==> config.mk <==
export PLATFORM = sky130hd
export DESIGN_NAME = coin_vend_top
export DESIGN_NICKNAME = d
export VERILOG_FILES = /design/src/rtl/vend_pkg.sv /design/src/rtl/vend_adder.sv /design/src/rtl/vend_less.sv /design/src/rtl/vend_datapath.sv /design/src/rtl/vend_ctrl.sv /design/src/rtl/coin_vend_top.sv
export SDC_FILE = /design/constraint.sdc
export NUM_CORES = 1
export LEC_CHECK = 0
export BUFFER_PORTS_ARGS = -buffer_cell sky130_fd_sc_hd__buf_4
export CAP_MARGIN = 20
export CORE_MARGIN = 4
export CORE_UTILIZATION = 60
export CTS_BUF_LIST = sky130_fd_sc_hd__clkbuf_4
export DETAILED_ROUTE_END_ITERATION = 8
export PLACE_DENSITY = 0.88
export SLEW_MARGIN = 30
export SYNTH_ARGS = -nofsm -noshare
export SYNTH_HDL_FRONTEND = slang
export SYNTH_HIERARCHICAL = 1
export SYNTH_SLANG_ARGS = --single-unit
export TNS_END_PERCENT = 5
==> constraint.sdc <==
create_clock -name clk -period 9.4 [get_ports clk]
set_input_delay 1.41 -clock clk [delete_from_list [all_inputs] [get_ports clk]]
set_output_delay 1.41 -clock clk [all_outputs]
set_load 0.02 [all_outputs]
==> src/rtl/vend_pkg.sv <==
package vend_pkg;
   typedef enum logic [1:0] {
      ST_INIT = 2'd0,
      ST_WAIT = 2'd1,
      ST_ADD  = 2'd2,
      ST_VEND = 2'd3
   } vend_state_e;

   localparam int unsigned STYLE_BEHAV = 0;
   localparam int unsigned STYLE_CHAIN = 1;
endpackage

==> src/rtl/vend_adder.sv <==
module vend_adder #(
   parameter int unsigned W     = 8,
   parameter int unsigned STYLE = vend_pkg::STYLE_CHAIN
) (
   input  logic [W-1:0] a_i,
   input  logic [W-1:0] b_i,
   output logic [W-1:0] sum_o
);
   if (W < 2) begin : g_bad_w
      $error("vend_adder: W must be at least 2");
   end
   if (STYLE > vend_pkg::STYLE_CHAIN) begin : g_bad_style
      $error("vend_adder: unknown STYLE");
   end

   if (STYLE == vend_pkg::STYLE_BEHAV) begin : g_behav
      assign sum_o = a_i + b_i;
   end else begin : g_chain
      logic [W-1:0] cy;
      assign cy[0] = 1'b0;
      for (genvar i = 0; i < W; i++) begin : g_bit
         assign sum_o[i] = a_i[i] ^ b_i[i] ^ cy[i];
         if (i < W - 1) begin : g_cy
            assign cy[i+1] = (a_i[i] & b_i[i]) | (cy[i] & (a_i[i] ^ b_i[i]));
         end
      end
   end
endmodule

==> src/rtl/vend_less.sv <==
module vend_less #(
   parameter int unsigned W     = 8,
   parameter int unsigned STYLE = vend_pkg::STYLE_CHAIN
) (
   input  logic [W-1:0] a_i,
   input  logic [W-1:0] b_i,
   output logic         lt_o
);
   if (W < 2) begin : g_bad_w
      $error("vend_less: W must be at least 2");
   end

   if (STYLE == vend_pkg::STYLE_BEHAV) begin : g_behav
      assign lt_o = (a_i < b_i);
   end else begin : g_chain
      // borrow of a - b, rippled from the LSB; final borrow means a < b
      logic [W:0] bw;
      assign bw[0] = 1'b0;
      for (genvar i = 0; i < W; i++) begin : g_bit
         assign bw[i+1] = (~a_i[i] & b_i[i]) | (~(a_i[i] ^ b_i[i]) & bw[i]);
      end
      assign lt_o = bw[W];
   end
endmodule

==> src/rtl/vend_datapath.sv <==
module vend_datapath #(
   parameter int unsigned W         = 8,
   parameter int unsigned ADD_STYLE = vend_pkg::STYLE_CHAIN,
   parameter int unsigned CMP_STYLE = vend_pkg::STYLE_CHAIN
) (
   input  logic         clk,
   input  logic         rst,
   input  logic         coin_in,
   input  logic [W-1:0] coin_val,
   input  logic [W-1:0] price,
   input  logic         ld,
   input  logic         clr,
   output logic [W-1:0] sum_o,
   output logic [W-1:0] held_o,
   output logic         below_o
);
   logic [W-1:0] sum_q, held_q, next_sum;

   // value of the latest coin, consumed by the load one cycle later
   always_ff @(posedge clk) begin
      if (rst)          held_q <= '0;
      else if (coin_in) held_q <= coin_val;
   end

   always_ff @(posedge clk) begin
      if (rst || clr) sum_q <= '0;
      else if (ld)    sum_q <= next_sum;
   end

   vend_adder #(.W(W), .STYLE(ADD_STYLE)) u_add (
      .a_i(sum_q), .b_i(held_q), .sum_o(next_sum)
   );

   vend_less #(.W(W), .STYLE(CMP_STYLE)) u_cmp (
      .a_i(sum_q), .b_i(price), .lt_o(below_o)
   );

   assign sum_o  = sum_q;
   assign held_o = held_q;
endmodule

==> src/rtl/vend_ctrl.sv <==
module vend_ctrl
   import vend_pkg::*;
(
   input  logic clk,
   input  logic rst,
   input  logic coin_in,
   input  logic below,
   output logic ld,
   output logic clr,
   output logic vend,
   output logic in_wait
);
   vend_state_e st_q, st_d;

   always_comb begin
      st_d = st_q;
      unique case (st_q)
         ST_INIT: st_d = ST_WAIT;
         ST_WAIT: begin
            if (coin_in)     st_d = ST_ADD;
            else if (!below) st_d = ST_VEND;
            else             st_d = ST_WAIT;
         end
         ST_ADD:  st_d = ST_WAIT;
         ST_VEND: st_d = ST_INIT;
         default: st_d = ST_INIT;
      endcase
   end

   always_ff @(posedge clk) begin
      if (rst) st_q <= ST_INIT;
      else     st_q <= st_d;
   end

   // Moore outputs, one state each
   assign clr     = (st_q == ST_INIT);
   assign ld      = (st_q == ST_ADD);
   assign vend    = (st_q == ST_VEND);
   assign in_wait = (st_q == ST_WAIT);
endmodule

==> src/rtl/coin_vend_top.sv <==
module coin_vend_top #(
   parameter int unsigned W         = 8,
   parameter int unsigned ADD_STYLE = vend_pkg::STYLE_CHAIN,
   parameter int unsigned CMP_STYLE = vend_pkg::STYLE_CHAIN
) (
   input  logic         clk,
   input  logic         rst,
   input  logic         coin_in,
   input  logic [W-1:0] coin_val,
   input  logic [W-1:0] price,
   output logic         vend_out
);
   logic         ld_w, clr_w, below_w, wait_w;
   logic [W-1:0] sum_w, held_w;

   vend_ctrl u_ctrl (
      .clk(clk), .rst(rst), .coin_in(coin_in), .below(below_w),
      .ld(ld_w), .clr(clr_w), .vend(vend_out), .in_wait(wait_w)
   );

   vend_datapath #(.W(W), .ADD_STYLE(ADD_STYLE), .CMP_STYLE(CMP_STYLE)) u_dp (
      .clk(clk), .rst(rst), .coin_in(coin_in), .coin_val(coin_val),
      .price(price), .ld(ld_w), .clr(clr_w),
      .sum_o(sum_w), .held_o(held_w), .below_o(below_w)
   );
endmodule

==> flow_summary.yaml, run 1 <==
yosys:
  syn-num-nets: 132
  synth-seq-cells: 18
  synth_edf_count: 0
  avgSynthCellArea_um2: 10.7
  synth_flop_cell: "dfxtp_1"
  ys_seq_area_frac: 0.341
  netlist_instances: 99
  yosys_warnings: 6
  synth.cell_area_um2: 1060
  synthArstFlopShare: 0
  synthDistinctLibCells: 23
critical_path:
  cp.required_ps: 9580
  cp_top_family: "adder cells"
  crit_path_max_incr_delay_ps: 410
  critPathCaptureType: "flop"
  critical_path_arrival_ps: 3580
  path_max_fanout: 3
  cp-start-kind: "flop"
  worst-path-buf-inv: 2
  crit_top_cell: "fa_1"
  critical_path_class: "flop to flop"
  path_cells: "ha_1 -> inv_1 -> fa_1 -> inv_1 -> fa_1 -> fa_1 -> fa_1 -> fa_1 -> fa_1 -> xor3_1 -> mux2i_1 -> nor2_2"
  cpMaxStageDelayCell: "fa_1"
detailed_routing:
  wl_mm: 1.85
  vias_per_cell: 5.25
  ant_nets: 0
  wl_per_cell_um: 13.8
  drt_pre_antenna_iters: 4
  vias: 703
  drc: 0
  initialDrtViolationCount: 5
placed_design:
  dp_hpwl_mm: 1.51
  place.gp.congestion: 0.739
  place.port_buffers: 19
  post-place-ws_ps: 6010
  dp_cells: 130
cells_and_area:
  layout.nets: 152
  n_antenna_cell: 0
  area_growth_pct: 14.8
  fin_cells: 134
  drive_gt1_frac: 0.297
clock_tree:
  clockBufferDepth: 2
  htree_levels: 1
  hold_buffers: 0
  cts_tree: "built"
  clkTransAtPathRegs_ps: 100
  cts_resized: 0
  clockRootBuffer: "clkbuf_4"
  cts.sinks: 18
  cts_buffers: 3
  cts_setup_buffers: 0
  clk_latency_ps: 290
power:
  power_mw: 0.143
  powerDensity_nw_per_um2: 118
  vdd_drop_max_mv: 0.0815
  leakagePower_nw: 0.530
timing:
  fin_tns_setup_ps: 0
  hold_violations: 0
  drv_slew: 0
  fin_crit_sh: 0.361
  min_period_ps: 3390
  worstMarginPinSlew_ps: 486
  layout_setup_ws_ps: 6010
  rsz0062_at_grt: "false"
  setup_viol: 0
  max_freq_mhz: 295
  final.setup_skew_ps: 0.609
  max_slew_margin: 0.676
run:
  cap_violations: 0
floorplanning:
  core_um2: 1580
  rows: 14
  start_util: 0.670
  fp.dieH_um: 50.0
  die_area_um2: 2500
  ios: 20
  die_w_um: 50.0
hold_path:
  hold_path.class: "flop to flop"
grt:
  grt_max_degree: 12
  grt_pass1_vias: 798
  grt-ovfl-total: 0
  gr-usage-all-layers: 0.176
  grt_pass1_wl_mm: 3.30
  antenna_found_initial: 0
status:
  outcome: "finished, final reports clean"
==> worst paths after layout <==
check,start,cells after the start,slack [ps],end
hold reg to reg,u_dp/held_o[0],2,510,u_dp/held_o[0]
setup / recovery,u_dp/sum_o[0],12,6010,u_dp/sum_o[7]
hold / removal,u_dp/held_o[0],2,510,u_dp/held_o[0]
setup reg to reg,u_dp/sum_o[0],12,6010,u_dp/sum_o[7]
==> through the flow <==
step / utilization / hold WS, ps / area [µm²]
2_1_floorplan: - / 460 / 1060
3_3_place_gp: 0.752 / 475 / 1190
3_5_place_dp: 0.752 / 493 / 1190
4_1_cts: 0.769 / 518 / 1210
5_1_grt: 0.769 / 572 / 1210
6_report: 0.769 / 510 / 1210
==> registers in the layout, indices dropped and copies added (netlist names) <==
register	flops
u_ctrl/st_q	2
u_dp/held_o	8
u_dp/sum_o	8
==> kinds of logic (layout without fill, tap and decap cells) <==
| kind of cell | Yosys count | count (layout) | share of synthesized area |
|---|---|---|---|
| xor gates and xnor gates | 1 | 1 | 0.0225 |
| adders and majority gates | 14 | 14 | 0.209 |
| muxes | 16 | 16 | 0.152 |
| DFF | 18 | 18 | 0.341 |
| and+or+nand+nor | 28 | 28 | 0.156 |
| buffers and inverters | 16 | 35 | 0.0735 |
| AOI/OAI and AO/OA | 6 | 6 | 0.0462 |
==> cells in the mapped netlist, types with 2 or more instances <==
master | n | area, µm²
dfxtp_1 | 18 | 360
nand3_1 | 2 | 10.0
inv_1 | 12 | 45.0
a21oi_1 | 2 | 10.0
mux2i_1 | 16 | 160
fa_1 | 6 | 120
buf_6 | 2 | 22.5
o21a_1 | 2 | 15.0
nor2_1 | 10 | 37.5
buf_2 | 2 | 10.0
nor2_2 | 8 | 50.1
ha_1 | 8 | 100
==> routing by layer <==
layer  global-route usage  share of wire  vias to the layer above
met1                0.186           0.38                      328
met3               0.0422          0.043                        3
met5                    0              0                        -
met2                0.330           0.56                       13
met4               0.0691          0.012                        0
li1                     -              -                      359
==> cells in the final DEF (no fill, tap or decap), types with 2 or more instances in the layout <==
cell and n:
o21a_1 2, nor2_1 10, fa_1 6, ha_1 8, buf_4 19, a21oi_1 2
clkbuf_4 3, inv_1 12, mux2i_1 16, dfxtp_1 18, nand3_1 2, nor2_2 8
==> where the power goes <==
part	switching (mW)	leakage (nW)	internal [mW]
combinational	0.00992	0.367	0.0129
sequential	0.00239	0.147	0.0790
clock	0.0236	0.0154	0.0155
total	0.0359	0.530	0.107
==> worst register-to-register path, cell delays in order, from the launching register on <==
cell and delay (ps):
dfxtp_1 330, ha_1 190, inv_1 60, fa_1 150, inv_1 50, fa_1 370
fa_1 390, fa_1 410, fa_1 400, fa_1 360, xor3_1 360, mux2i_1 170
nor2_2 40
==> layout make-up <==
type                            instances  area, µm²
Clock inverter                          1       3.75
Fill cell                             136        364
Inverter                               12       45.0
Multi-Input combinational cell         65        618
Tap cell                               16       20.0
Timing Repair Buffer                   19        143
Clock buffer                            3       22.5
Sequential cell                        18        360
Power figures use the tool's default switching activity.
==> run 2, diff against run 1 <==
Settings changed: CORE_UTILIZATION 60 to 56, PLACE_DENSITY 0.88 to 0.83.
Clock period 9.4 ns to 3.4 ns, I/O delays scaled along.
==> flow_summary.yaml, run 2 (synthesized netlist as in run 1, its figures left out) <==
status:
  outcome: "finished, final reports clean"
clock_tree:
  cts.sinks: 18
  hold_buffers: 0
  clockBufferDepth: 2
  clockRootBuffer: "clkbuf_4"
  htree_levels: 1
  cts_tree: "built"
  clkTransAtPathRegs_ps: 100
  clk_latency_ps: 280
  cts_setup_buffers: 0
  cts_buffers: 3
floorplanning:
  start_util: 0.599
  die_area_um2: 2640
  die_w_um: 51.4
  ios: 20
  core_um2: 1760
  rows: 15
  fp.dieH_um: 51.4
critical_path:
  r2r_slack_ps: 140
  path_max_fanout: 3
  cp-start-kind: "flop"
  reg2reg_to: "u_dp/sum_o[7]"
  critical_path_arrival_ps: 3430
  cp.required_ps: 3570
  critPathCaptureType: "flop"
  critical_path_class: "flop to flop"
  r2r-start: "u_dp/sum_o[0]"
  ff2ff_path_depth: 12
detailed_routing:
  wl_mm: 1.90
  top_layer: "met4"
  wl_met1_um: 761
  wl_per_cell_um: 13.3
  initialDrtViolationCount: 3
  vias_per_cell: 5.02
  drt_pre_antenna_iters: 4
  route.met2.wl_mm: 1.04
  met3_length_um: 79
  ant_nets: 0
  drc: 0
  vias: 718
timing:
  hold_violations: 0
  drv_slew: 0
  max_freq_mhz: 307
  rsz0062_at_grt: "false"
  min_period_ps: 3260
  setup_viol: 0
  layout_setup_ws_ps: 141
  fin_tns_setup_ps: 0
  max_slew_margin: 0.673
  fin_crit_sh: 0.958
  worstMarginPinSlew_ps: 490
  hold-worst-slack_ps: 456
  final.setup_skew_ps: 5.62
grt:
  antenna_found_initial: 0
  grt_pass1_wl_mm: 3.30
  grt_pass1_vias: 774
  grt_max_degree: 12
  gr-usage-all-layers: 0.169
  grt-ovfl-total: 0
cells_and_area:
  fin_util: 0.699
  fin_area_um2: 1230
  final_common_cell: "buf_4"
  layout.nets: 152
  drive_gt1_frac: 0.331
  n_antenna_cell: 0
  area_growth_pct: 16.8
  nFillCells: 154
  final_cell_mix: "19 x buf_4, 18 x dfxtp_1, 16 x mux2i_1, 12 x inv_1, 10 x nor2_1"
hold_path:
  hold_end: "u_dp/held_o[3]"
  holdPathStages: 3
  hold_path.class: "primary input to flop"
  hold_path_startpoint: "coin_val[3]"
placed_design:
  place.port_buffers: 19
  post-place-ws_ps: -53.0
  place.gp.congestion: 0.742
  placed_cell_area_um2: 1200
  dp_hpwl_mm: 1.54
power:
  vdd_drop_max_mv: 0.229
  leakagePower_nw: 0.521
  powerDensity_nw_per_um2: 321
run:
  cap_violations: 0
run 2: cell counts in the layout (fill, tap and decap cells not counted):
No cell type changed its count.
run 2: metal layers:
metal / vias to the layer above / GRT usage
met5: - / 0
met4: 0 / 0.0524
met3: 2 / 0.0262
met2: 12 / 0.318
met1: 344 / 0.192
li1: 360 / -
run 2: area by class of cell:
type | count | area [µm²] | share of cell area
Multi-Input combinational cell | 65 | 628 | 0.509
Sequential cell | 18 | 360 | 0.292
Timing Repair Buffer | 19 | 143 | 0.116
Inverter | 12 | 45.0 | 0.0365
Tap cell | 25 | 31.3 | 0.0254
Clock buffer | 3 | 22.5 | 0.0183
Clock inverter | 1 | 3.75 | 0.00304
run 2: how the worst max path moves through the flow:
| stage | slack (ps) | startpoint | end | cells past startpoint |
|---|---|---|---|---|
| 3_5_place_dp | -50 | u_dp/sum_o[0] | u_dp/sum_o[7] | 12 |
| 6_report | 140 | u_dp/sum_o[0] | u_dp/sum_o[7] | 12 |
| 2_1_floorplan | 150 | u_dp/sum_o[0] | u_dp/sum_o[7] | 12 |
| 3_3_place_gp | 80 | u_dp/sum_o[0] | u_dp/sum_o[7] | 12 |
| 4_1_cts | 30 | u_dp/sum_o[0] | u_dp/sum_o[7] | 12 |
| 5_1_grt | 50 | u_dp/sum_o[0] | u_dp/sum_o[7] | 12 |
run 2: per-stage QoR:
stage          instances  total power [mW]
6_report             143             0.396
4_1_cts              143             0.401
3_3_place_gp         139             0.291
2_1_floorplan         99             0.271
5_1_grt              143             0.422
3_5_place_dp         139             0.294
run 2: timing repair:
item,4_1_cts,5_1_grt
gates resized for setup,2,2
setup endpoints to repair,1,1
pin swaps,0,0
run 2: power breakdown:
group	internal [mW]	total (mW)	switching (mW)	leakage (nW)
combinational	0.0358	0.0636	0.0278	0.358
sequential	0.219	0.226	0.00715	0.147
clock	0.0426	0.106	0.0637	0.0154
total	0.297	0.396	0.0987	0.521
run 2: worst max-delay path, stage by stage (launching register included):
cell,delay (ps)
dfxtp_1,340
ha_1,190
inv_1,70
fa_1,160
inv_1,50
fa_2,330
fa_2,350
fa_2,350
fa_2,350
fa_1,360
xor3_1,360
mux2i_1,200
nor2_2,40
==> run 3, diff against run 2 <==
Settings changed: ABC_AREA set to 1, CORE_UTILIZATION 56 to 57, PLACE_DENSITY 0.83 to 0.84.
==> flow_summary.yaml, run 3 <==
placed_design:
  placed_cell_area_um2: 1310
  place.port_buffers: 19
  dp_hpwl_mm: 1.87
  place.gp.congestion: 0.749
floorplanning:
  fp.dieH_um: 53.5
  start_util: 0.603
  die_area_um2: 2870
  rows: 16
  core_um2: 1960
  die_w_um: 53.5
  ios: 20
critical_path:
  path_cells: "ha_1 -> inv_1 -> fa_1 -> inv_1 -> fa_1 -> fa_1 -> fa_2 -> fa_1 -> fa_1 -> inv_1 -> nand3_1 -> nand2_1 -> inv_1 -> nand2_1 -> nand2_1 -> nor2_1"
  crit_path_max_incr_delay_ps: 410
  critPathCaptureType: "flop"
  ff2ff_path_depth: 16
  cp.required_ps: 3630
  r2r_slack_ps: 160
  cp-startpoint: "u_dp/sum_o[0]"
  r2r-start: "u_dp/sum_o[0]"
  critical_path_arrival_ps: 3470
  cpMaxStageDelayCell: "fa_1"
  crit_top_cell: "fa_1"
  path_max_fanout: 3
  cp-endpoint: "u_dp/sum_o[7]"
  critical_path_class: "flop to flop"
  reg2reg_to: "u_dp/sum_o[7]"
  cp-start-kind: "flop"
clock_tree:
  htree_levels: 1
  clockRootBuffer: "clkbuf_4"
  cts.sinks: 18
  clockBufferDepth: 2
  cts_tree: "built"
  clk_latency_ps: 290
  hold_buffers: 0
  clkTransAtPathRegs_ps: 110
  cts_buffers: 3
grt:
  met2_usage: 0.382
  busiest_layer: "met2"
  grt-ovfl-total: 0
  grt.met1_usage: 0.212
  gr-usage-all-layers: 0.201
  grt_pass1_wl_mm: 4.06
  grt_pass1_vias: 974
  grt_max_degree: 19
  antenna_found_initial: 0
  met3_usage: 0.0332
detailed_routing:
  wl_mm: 2.43
  ant_nets: 0
  drc: 0
  vias_per_cell: 4.63
  vias: 1023
  wl_per_cell_um: 11.0
  initialDrtViolationCount: 16
  drt_pre_antenna_iters: 4
timing:
  min_period_ps: 3240
  hold_violations: 0
  drv_slew: 0
  hold-worst-slack_ps: 448
  max_freq_mhz: 309
  final.setup_skew_ps: 4.85
  fin_tns_setup_ps: 0
  worstMarginPinSlew_ps: 663
  max_slew_margin: 0.558
  fin_crit_sh: 0.953
  setup_viol: 0
  rsz0062_at_grt: "false"
power:
  powerDensity_nw_per_um2: 318
  p_clk_frac: 0.254
  power.switching_mw: 0.123
  power_frac_seq: 0.540
  power.internal_mw: 0.303
  pwr-share-comb: 0.206
  switching_share: 0.289
  leakagePower_nw: 0.722
  vdd_drop_max_mv: 0.272
yosys:
  syn-num-nets: 208
  avgSynthCellArea_um2: 6.76
  synth.cell_area_um2: 1180
  netlist_instances: 175
  yosys_warnings: 6
hold_path:
  holdPathStages: 2
  hold_path.class: "primary input to flop"
cells_and_area:
  drive_gt1_frac: 0.155
  fin_area_um2: 1340
  final_common_cell: "nand2_1"
  final_cell_mix: "50 x nand2_1, 43 x inv_1, 35 x nor2_1, 19 x buf_4, 18 x dfxtp_1"
  area_growth_pct: 13.4
  layout.nets: 228
  n_antenna_cell: 0
run:
  cap_violations: 0
status:
  outcome: "finished, final reports clean"
-- run 3: cell type report --
| class | instances | area, µm² |
|---|---|---|
| Clock buffer | 3 | 22.5 |
| Clock inverter | 1 | 3.75 |
| Fill cell | 170 | 621 |
| Inverter | 44 | 165 |
| Multi-Input combinational cell | 109 | 613 |
| Sequential cell | 18 | 360 |
| Tap cell | 27 | 33.8 |
| Timing Repair Buffer | 19 | 143 |
-- run 3: routing by layer --
| metal | vias to the layer above | part of all wire |
|---|---|---|
| met1 | 458 | 0.39 |
| met5 | - | 0 |
| met4 | 0 | 0.014 |
| li1 | 529 | - |
| met2 | 30 | 0.55 |
| met3 | 6 | 0.049 |
-- run 3: worst min path at each step --
stage,from,to,slack (ps)
after global routing,rst,u_ctrl/st_q[0],440
after global placement,u_dp/held_o[1],u_dp/held_o[1],460
after detailed placement,u_dp/held_o[1],u_dp/held_o[1],470
after floorplan,u_dp/held_o[1],u_dp/held_o[1],450
final,rst,u_ctrl/st_q[0],450
after CTS,rst,u_ctrl/st_q[0],440
-- run 3: timing repair --
| action | 4_1_cts | 5_1_grt |
|---|---|---|
| setup endpoints to repair | 0 | 1 |
| gates resized for setup | 0 | 1 |
| setup buffers | 0 | 0 |
-- run 3: power by group through the flow --
stage	clock network, mW	registers, mW	logic (mW)
floorplan	0	0.233	0.0610
global placement	0	0.234	0.0808
detailed placement	0	0.235	0.0871
CTS	0.114	0.231	0.0883
global route	0.124	0.233	0.101
finish	0.108	0.230	0.0879
-- run 3: stage by stage --
stage	power, mW	setup WS, ps	cells	utilization
3_5_place_dp	0.322	173	217	0.669
3_3_place_gp	0.315	279	217	0.668
6_report	0.427	160	221	0.684
5_1_grt	0.457	25.1	221	0.684
2_1_floorplan	0.294	376	175	-
4_1_cts	0.432	145	221	0.682
-- run 3: critical path: cells and delay by family, from the launching register on --
| kind | cells | cell delay [ps] |
|---|---|---|
| adders and majority gates | 7 | 2300 |
| buffers and inverters | 4 | 220 |
| DFF | 1 | 340 |
| and+or+nand+nor | 5 | 330 |
